**src/rtl/xdb_pkg.sv**
```systemverilog
package xdb_pkg;

  localparam int REG_W = 32;

  localparam logic [31:0] OFS_DOORBELL = 32'h00;
  localparam logic [31:0] OFS_OBSERVE  = 32'h04;
  localparam logic [31:0] OFS_PENDING  = 32'h10;
  localparam logic [31:0] OFS_MASK     = 32'h14;
  localparam logic [31:0] OFS_UNMASK   = 32'h18;
  localparam logic [31:0] OFS_SETMASK  = 32'h1C;

  typedef enum logic [2:0] {
    SEL_NONE,
    SEL_DOORBELL,
    SEL_OBSERVE,
    SEL_PENDING,
    SEL_MASK,
    SEL_UNMASK,
    SEL_SETMASK
  } reg_sel_e;

  function automatic reg_sel_e decode(input logic [31:0] ofs);
    case (ofs)
      OFS_DOORBELL: return SEL_DOORBELL;
      OFS_OBSERVE:  return SEL_OBSERVE;
      OFS_PENDING:  return SEL_PENDING;
      OFS_MASK:     return SEL_MASK;
      OFS_UNMASK:   return SEL_UNMASK;
      OFS_SETMASK:  return SEL_SETMASK;
      default:      return SEL_NONE;
    endcase
  endfunction

  // Pack the implemented bits of a register word into consecutive lanes.
  function automatic logic [31:0] gather(input logic [31:0] vm, input logic [31:0] word);
    logic [31:0] res;
    int n;
    res = '0;
    n = 0;
    for (int b = 0; b < 32; b++) begin
      if (vm[b]) begin
        res[n] = word[b];
        n++;
      end
    end
    return res;
  endfunction

  // Spread consecutive lanes back onto the implemented bit positions.
  function automatic logic [31:0] spread(input logic [31:0] vm, input logic [31:0] lanes);
    logic [31:0] res;
    int n;
    res = '0;
    n = 0;
    for (int b = 0; b < 32; b++) begin
      if (vm[b]) begin
        res[b] = lanes[n];
        n++;
      end
    end
    return res;
  endfunction

endpackage

```
**src/rtl/xdb_trig.sv**
```systemverilog
module xdb_trig #(
  parameter int NUM_SRC = 11
) (
  input  logic               clk,
  input  logic               rst,
  input  logic [NUM_SRC-1:0] fire_i,
  output logic [NUM_SRC-1:0] trig_o
);

  logic [NUM_SRC-1:0] pulse_q;

  always_ff @(posedge clk) begin
    if (rst) pulse_q <= '0;
    else     pulse_q <= fire_i;
  end

  assign trig_o = pulse_q;

  // A doorbell lane that is not re-fired falls after one cycle.
  assert_pulse_one_cycle_R2: assert property (@(posedge clk) disable iff (rst)
    (pulse_q != '0) |=> ((pulse_q & ~$past(fire_i)) == '0));

endmodule

```
**src/rtl/xdb_status.sv**
```systemverilog
module xdb_status #(
  parameter int NUM_SRC = 11
) (
  input  logic               clk,
  input  logic               rst,
  input  logic [NUM_SRC-1:0] req_i,
  input  logic [NUM_SRC-1:0] clr_i,
  output logic [NUM_SRC-1:0] pend_o,
  output logic [NUM_SRC-1:0] pend_nxt_o
);

  logic [NUM_SRC-1:0] pend_q;
  logic [NUM_SRC-1:0] pend_d;

  for (genvar i = 0; i < NUM_SRC; i++) begin : g_lane
    // A request outranks an acknowledge on the same lane.
    assign pend_d[i] = req_i[i] | (pend_q[i] & ~clr_i[i]);

    always_ff @(posedge clk) begin
      if (rst) pend_q[i] <= 1'b0;
      else     pend_q[i] <= pend_d[i];
    end
  end

  assign pend_o     = pend_q;
  assign pend_nxt_o = pend_d;

  assert_sticky_R3: assert property (@(posedge clk) disable iff (rst)
    1'b1 |=> ((pend_q & $past(pend_q & ~clr_i)) == $past(pend_q & ~clr_i)));

  assert_request_wins_R5: assert property (@(posedge clk) disable iff (rst)
    (req_i != '0) |=> ((pend_q & $past(req_i)) == $past(req_i)));

  assert_w1c_R4: assert property (@(posedge clk) disable iff (rst)
    ((clr_i & ~req_i) != '0) |=> ((pend_q & $past(clr_i & ~req_i)) == '0));

endmodule

```
**src/rtl/xdb_mask.sv**
```systemverilog
module xdb_mask #(
  parameter int NUM_SRC = 11
) (
  input  logic               clk,
  input  logic               rst,
  input  logic [NUM_SRC-1:0] unmask_i,
  input  logic [NUM_SRC-1:0] setmask_i,
  output logic [NUM_SRC-1:0] mask_o,
  output logic [NUM_SRC-1:0] mask_nxt_o
);

  logic [NUM_SRC-1:0] mask_q;
  logic [NUM_SRC-1:0] mask_d;

  always_comb begin
    mask_d = (mask_q & ~unmask_i) | setmask_i;
  end

  always_ff @(posedge clk) begin
    if (rst) mask_q <= '1;
    else     mask_q <= mask_d;
  end

  assign mask_o     = mask_q;
  assign mask_nxt_o = mask_d;

  assert_unmask_R7: assert property (@(posedge clk) disable iff (rst)
    ((unmask_i != '0) && (setmask_i == '0)) |=> ((mask_q & $past(unmask_i)) == '0));

  assert_setmask_R7: assert property (@(posedge clk) disable iff (rst)
    (setmask_i != '0) |=> ((mask_q & $past(setmask_i)) == $past(setmask_i)));

  assert_mask_holds_R6: assert property (@(posedge clk) disable iff (rst)
    ((unmask_i == '0) && (setmask_i == '0)) |=> $stable(mask_q));

endmodule

```
**src/rtl/xdb_endpoint.sv**
```systemverilog
module xdb_endpoint #(
  parameter int          ADDR_W     = 8,
  parameter int          NUM_SRC    = 11,
  parameter logic [31:0] VALID_MASK = 32'h0F0F0301
) (
  input  logic               clk,
  input  logic               rst,
  input  logic               bus_wr_en,
  input  logic               bus_rd_en,
  input  logic [ADDR_W-1:0]  bus_addr,
  input  logic [31:0]        bus_wdata,
  output logic [31:0]        bus_rdata,
  input  logic [NUM_SRC-1:0] req_i,
  input  logic [NUM_SRC-1:0] obs_i,
  output logic [NUM_SRC-1:0] trig_o,
  output logic [NUM_SRC-1:0] mirror_o,
  output logic               irq_o
);
  import xdb_pkg::*;

  localparam int PAD_W = REG_W - NUM_SRC;

  reg_sel_e           sel;
  logic [31:0]        wlanes_full;
  logic [NUM_SRC-1:0] wlanes;
  logic [NUM_SRC-1:0] fire, clr, unmask, setmask;
  logic [NUM_SRC-1:0] pend, pend_nxt, mask, mask_nxt;
  logic [NUM_SRC-1:0] obs_q;
  logic               irq_q;
  logic [31:0]        rdata_q;
  logic [31:0]        rd_val;

  assign sel         = decode(32'(bus_addr));
  assign wlanes_full = gather(VALID_MASK, bus_wdata);
  assign wlanes      = wlanes_full[NUM_SRC-1:0];

  assign fire    = (bus_wr_en && sel == SEL_DOORBELL) ? wlanes : '0;
  assign clr     = (bus_wr_en && sel == SEL_PENDING)  ? wlanes : '0;
  assign unmask  = (bus_wr_en && sel == SEL_UNMASK)   ? wlanes : '0;
  assign setmask = (bus_wr_en && sel == SEL_SETMASK)  ? wlanes : '0;

  xdb_trig #(.NUM_SRC(NUM_SRC)) u_trig (
    .clk    (clk),
    .rst    (rst),
    .fire_i (fire),
    .trig_o (trig_o)
  );

  xdb_status #(.NUM_SRC(NUM_SRC)) u_status (
    .clk        (clk),
    .rst        (rst),
    .req_i      (req_i),
    .clr_i      (clr),
    .pend_o     (pend),
    .pend_nxt_o (pend_nxt)
  );

  xdb_mask #(.NUM_SRC(NUM_SRC)) u_mask (
    .clk        (clk),
    .rst        (rst),
    .unmask_i   (unmask),
    .setmask_i  (setmask),
    .mask_o     (mask),
    .mask_nxt_o (mask_nxt)
  );

  always_comb begin
    case (sel)
      SEL_OBSERVE: rd_val = spread(VALID_MASK, {{PAD_W{1'b0}}, obs_q});
      SEL_PENDING: rd_val = spread(VALID_MASK, {{PAD_W{1'b0}}, pend});
      SEL_MASK:    rd_val = spread(VALID_MASK, {{PAD_W{1'b0}}, mask});
      default:     rd_val = '0;
    endcase
  end

  always_ff @(posedge clk) begin
    if (rst) begin
      obs_q   <= '0;
      irq_q   <= 1'b0;
      rdata_q <= '0;
    end else begin
      obs_q <= obs_i;
      irq_q <= |(pend_nxt & ~mask_nxt);
      if (bus_rd_en) rdata_q <= rd_val;
    end
  end

  assign bus_rdata = rdata_q;
  assign mirror_o  = pend;
  assign irq_o     = irq_q;

  assert_irq_level_R8: assert property (@(posedge clk) disable iff (rst)
    1'b1 |-> (irq_q == |(pend & ~mask)));

  assert_unmapped_zero_R10: assert property (@(posedge clk) disable iff (rst)
    (bus_rd_en && sel == SEL_NONE) |=> (rdata_q == '0));

  assert_obs_follows_R9: assert property (@(posedge clk) disable iff (rst)
    1'b1 |=> (obs_q == $past(obs_i)));

endmodule

```
**config.mk**
```make
export PLATFORM = sky130hd
export DESIGN_NAME = xdb_endpoint
export DESIGN_NICKNAME = d
export VERILOG_FILES = /design/src/rtl/xdb_pkg.sv /design/src/rtl/xdb_trig.sv /design/src/rtl/xdb_status.sv /design/src/rtl/xdb_mask.sv /design/src/rtl/xdb_endpoint.sv
export SDC_FILE = /design/constraint.sdc
export NUM_CORES = 1
export LEC_CHECK = 0
export BUFFER_PORTS_ARGS = -buffer_cell sky130_fd_sc_hd__buf_2
export CORE_MARGIN = 5
export CORE_UTILIZATION = 53
export CTS_CLUSTER_DIAMETER = 60
export DETAILED_ROUTE_END_ITERATION = 8
export PLACE_DENSITY = 0.86
export RECOVER_POWER = 50
export SLEW_MARGIN = 20
export SYNTH_ARGS = -nofsm -noshare
export SYNTH_HDL_FRONTEND = slang
export SYNTH_HIERARCHICAL = 1
export SYNTH_SLANG_ARGS = --single-unit
```
**constraint.sdc**
```tcl
create_clock -name clk -period 4.75 [get_ports clk]
set_input_delay 1.1875 -clock clk [delete_from_list [all_inputs] [get_ports clk]]
set_output_delay 1.1875 -clock clk [all_outputs]
set_load 0.05 [all_outputs]
```
**Word level (Yosys, flattened, before mapping)**

Index checks and enable logic that the tools add are counted.
Widths: inputs -> output; s select.

- Register bits: 77
- Latch bits: 0
- Memory bits (writable): 0
- ROM bits: 0
- Input port bits: 66
- Output and inout port bits: 55
- Memories kept: 0

- Add/sub/neg operators: 27
- Multipliers: 0
- Divide/modulo/power cells: 0
- Magnitude comparators: 30
- Equal/unequal tests: 11
- Shift-type cells: 0
- Mux-type cells: 125
- Bitwise operators: 39
- Reduce and logical (&&, ||, !) cells: 7

Operators with widths:

| operator | count |
|---|---|
| $lt 32x7->1 const B | 30 |
| $mux 32 | 30 |
| $add 32x2->32 const B | 27 |
| $bmux 1 s5 | 30 |
| $pmux 28 s3 | 1 |
| $mux 1 | 60 |
| $mux 11 | 3 |
| $eq 8x5->1 const B | 4 |
| $and 11x11->11 | 2 |
| $not 11->11 | 2 |
| $pmux 3 s6 | 1 |
| $not 1->1 | 12 |
| $and 1x1->1 | 11 |
| $or 1x1->1 | 11 |
| $or 11x11->11 | 1 |
| $reduce_or 11->1 | 1 |
| $eq 3x3->1 const B | 3 |
| $eq 8x3->1 const B | 1 |
| $logic_not 8->1 | 1 |
| $eq 3x2->1 const B | 2 |
| $logic_and 1x1->1 | 4 |
| $eq 3x1->1 const B | 1 |
| $reduce_or 2->1 | 1 |

**Depth between registers and ports, before layout**

- Depth after elaboration: 26
- Depth in mapped cells: 11

**Modules after synthesis**

Netlist, hierarchy kept.

Modules (own cells, without submodules):

| module | instances | cells each | area an instance (um^2) |
|---|---|---|---|
| xdb_endpoint | 1 | 202 | 1696.6 |
| xdb_status | 1 | 56 | 558.0 |
| xdb_mask | 1 | 45 | 452.9 |
| xdb_trig | 1 | 23 | 337.8 |

**Least setup slack after synthesis**

No wires, ideal clock.

- Path kind: input to register
- From: input bus_addr[6]
- To: register irq_q, in the netlist irq_o
- Setup time: 0.144 ns
- Arrival time: 2.563 ns
- Required time: 4.606 ns
- Slack: 2.043 ns
- Cell stages on the path: 10
- Path through: nor3_2 nand3_2 buf_2 nor4_1 nand2b_4 nand2_1 nand2b_1 o2111ai_1 nor3_1 a21oi_1

RTL lines:

| element | RTL line | RTL |
|---|---|---|
| start, declared | xdb_endpoint.sv:10 | `input logic [ADDR_W-1:0] bus_addr,` |
| $eq 8x5->1, or another cell as far along | xdb_pkg.sv:23 | `case (ofs)` |
| $pmux 3 s6 (*) | xdb_pkg.sv:23 |  |
| $eq 3x2->1 (*) | xdb_endpoint.sv:38 | `assign clr = (bus_wr_en && sel == SEL_PENDING) ? wlanes : '0;` |
| $logic_and 1x1->1 (*) | xdb_endpoint.sv:38 |  |
| $mux 11 (*) | xdb_endpoint.sv:38 |  |
| named net clr[1] | xdb_endpoint.sv:26 | `logic [NUM_SRC-1:0] fire, clr, unmask, setmask;` |
| $not 1->1 (*) | xdb_status.sv:17 | `assign pend_d[i] = req_i[i] \| (pend_q[i] & ~clr_i[i]);` |
| $and 1x1->1 (*) | xdb_status.sv:17 |  |
| $or 1x1->1 (*) | xdb_status.sv:17 |  |
| named net pend_nxt[1] | xdb_endpoint.sv:27 | `logic [NUM_SRC-1:0] pend, pend_nxt, mask, mask_nxt;` |
| $and 11x11->11 (*) | xdb_endpoint.sv:83 | `irq_q <= \|(pend_nxt & ~mask_nxt);` |
| $reduce_or 11->1 (*) | xdb_endpoint.sv:83 |  |
| end signal, assigned | xdb_endpoint.sv:83 |  |
| end, declared | xdb_endpoint.sv:29 | `logic irq_q;` |

The timed path passes the listed nets; every way through them passes the cells marked *.
A chain may end at the register's enable or synchronous reset.

**Worst setup path in the final report**

- From: input rst
- To: register obs_q[7]

RTL lines:

| element | RTL line | RTL |
|---|---|---|
| start, declared | xdb_endpoint.sv:7 | `input logic rst,` |
| end signal, assigned | xdb_endpoint.sv:82 | `obs_q <= obs_i;` |
| end, declared | xdb_endpoint.sv:28 | `logic [NUM_SRC-1:0] obs_q;` |

No word-level cell between the ends.

==> results.yml <==
timing:
  slew_headroom_pct: -24.9
  rsz0062_at_grt: "false"
  fin_crit_sh_pct: 78.3
  worst_pin_slew_ps: 1870
  max_freq_ghz: 0.269
  slew_viol_final: 59
  period_needed_ps: 3720
  final_hold_viol_count: 0
  finalSetupViolations: 0
  tns_ps: 0
  skew_ps: 7.87
grt:
  grt_max_degree: 35
  grt_usage_pct: 19.2
  grt_pass1_vias: 2382
  grt_pass1_wl_mm: 11.2
  grt_antenna_before_repair: 0
  gr-total-overflow: 0
clock_network:
  clock_sinks: 56
  cts_root_buf: "clkbuf_8"
  htreeDepth: 2
  cts.path.max_buffers: 2
  cts_setup_buffers: 0
  holdBufCountCts: 0
  clkTransAtPathRegs_ps: 90
  clk_latency_ps: 310
  cts_tree: "built"
  cts_buffers: 5
  cts_resized: 0
power:
  switching_share_pct: 29.4
  p_int_w: 0.000683
  p_sw_w: 0.000285
  p_seq_share_pct: 50.8
  p_total_w: 0.000968
  clkPwrFrac_pct: 31.9
  combPwrFrac_pct: 17.3
  leakage_nw: 1.36
  powerDensity_nw_per_um2: 287
  peakVddDrop_uv: 151
job:
  cap_violations: 2
setup_path:
  cp.arrival_ps: 3850
  rrSetupSlack_ps: 3480
  rr_startpoint: "u_mask/mask_o[3]"
  reg2reg_to: "irq_o"
  crit_type: "in -> reg"
  worstPathRequired_ps: 4880
  path_max_fanout: 33
  crit_path_end_kind: "flop"
  max_stage_delay_ps: 1430
  cpMaxStageDelayCell: "clkbuf_1"
  rr_worst_depth: 4
  crit_path_cell_trace: "clkbuf_1, clkbuf_1, nor2b_1"
  cpMostUsedCell: "clkbuf_1"
  cp-start-kind: "primary input"
synthesis:
  ys_warn_count: 6
  syn_avg_cell_area_sq_um: 9.34
  synthCells: 326
  ys.flop_type: "dfxtp_1"
  ys_seq_elements: 56
  netlist_area_sq_um: 3050
  synthDistinctLibCells: 37
  synth_edf_count: 0
  synth.yosys.seq_area_share_pct: 36.8
  synth_common_cells: "56 x dfxtp_1, 43 x inv_1, 22 x nand2_1, 22 x nor4_1, 21 x buf_4"
  yosysMostFrequentCell: "dfxtp_1"
  yosys.area.top_type_share_pct: 36.8
  synthArstFlopShare_pct: 0
  yosys-top-cells-area: "dfxtp_1 37%, inv_1 5.3%, buf_4 5.2%, nand2b_4 5.0%, nor4_1 4.5%"
  yosysTopAreaCell: "dfxtp_1"
floorplanning:
  coreArea_sq_um: 5540
  start_util_pct: 55.0
  dieWidth_um: 85.8
  dieArea_sq_um: 7360
  die_y_um: 85.8
  fp-row-count: 27
  num_io_pins: 121
finish:
  area_delta_synth_final_pct: 10.8
  final_cell_count_no_fill: 463
  nets: 456
  diodes: 0
  drive_gt1_share_pct: 27.9
worst_hold_path:
  min_path_type: "reg -> reg"
  hp-start: "u_mask/mask_o[2]"
  min_path_cells: 1
  hold_end: "u_mask/mask_o[2]"
outcome:
  violations: "max-capacitance violations, max-slew violations"
  status: "finished, violations left"
route:
  first_iter_violations: 179
  ant_nets: 0
  drt_wl_total_mm: 7.03
  num_vias: 2475
  post-route-drc-count: 0
  wl_per_cell_um: 15.2
  viasPerCell: 5.35
  dr.pass1.iters: 5
placed_design:
  dpl.hpwl_mm: 5.03
  dp_cells: 455
  io_buffer_count: 78
  gp_congestion: 0.750
==> cells in the final DEF (no fill, tap or decap), drive strengths merged <==
cell type | synthesis | final
inv | 43 | 43
a21o | 11 | 11
and2b | 1 | 1
nor4 | 23 | 23
a21oi | 12 | 12
o2111ai | 1 | 1
clkbuf | 9 | 42
and2 | 11 | 11
a211oi | 11 | 11
conb | 1 | 21
nor2b | 22 | 22
nand3 | 3 | 3
nor3 | 14 | 14
clkinv | 0 | 1
nand2b | 15 | 15
buf | 33 | 43
bufinv | 0 | 1
dfxtp | 56 | 56
nor2 | 2 | 2
nand2 | 22 | 22
o22ai | 2 | 2
mux2 | 11 | 11
a211o | 11 | 11
a222oi | 12 | 12
==> worst max-delay path: cells and delay by family <==
| kind | cells | cell delay [ps] |
|---|---|---|
| buf+inv | 2 | 2520 |
| simple gates | 1 | 120 |
==> final cells by class <==
cell class	count	area (sq um)
clock buffer	6	72.6
tap	72	90.1
multi-input combinational	205	1540
inverter	43	161
sequential	56	1120
timing repair buffer	79	350
clock inverter	2	35.0
fill	504	2170
==> power groups by stage <==
stage | clock network, W | registers (W) | logic [W]
2_1_floorplan | 0 | 0.000525 | 0.000122
3_3_place_gp | 0 | 0.000502 | 0.000165
3_5_place_dp | 0 | 0.000503 | 0.000168
4_1_cts | 0.000315 | 0.000492 | 0.000169
5_1_grt | 0.000340 | 0.000494 | 0.000178
6_report | 0.000309 | 0.000492 | 0.000167
==> per-stage QoR <==
stage,util (%),setup WS (ps),hold slack [ps],cell area (sq um)
final,60.9,1030,503,3370
after CTS,61.7,1640,502,3420
after global routing,60.9,786,525,3370
after global placement,59.8,1330,467,3310
after floorplan,-,2040,453,3120
after detailed placement,59.8,1340,480,3310
==> how the worst max path moves through the flow <==
stage / startpoint / to / slack [ps] / cells past startpoint
5_1_grt: rst / obs_q[7] / 790 / 3
3_5_place_dp: bus_addr[6] / irq_o / 1340 / 8
3_3_place_gp: bus_addr[6] / irq_o / 1330 / 8
6_report: rst / obs_q[7] / 1030 / 3
4_1_cts: bus_addr[6] / irq_o / 1640 / 8
2_1_floorplan: bus_addr[6] / irq_o / 2040 / 10
==> flip-flops by register name (all words and copies together), names as in the netlist <==
signal and flops:
obs_q 11, irq_o 1, u_status/pend_o 11, u_mask/mask_o 11, u_trig/trig_o 11, bus_rdata 11
==> cells by family after synthesis <==
family / share of synthesized area [%]
other: 0.123
AOI/OAI and AO/OA: 18.1
buffers and inverters: 15.0
DFF: 36.8
and+or+nand+nor: 25.3
muxes: 4.68
==> routing by layer <==
metal / part of all wire [%] / GRT usage (%) / up-vias / routed length, um
met4: 1.2 / 6.04 / 0 / 87
met5: 0 / 0 / - / 0
met1: 39 / 22.2 / 1171 / 2760
li1: - / - / 1200 / -
met2: 52 / 34.3 / 95 / 3680
met3: 7.3 / 5.38 / 9 / 510
No activity file was read; power rests on OpenSTA's default activity.
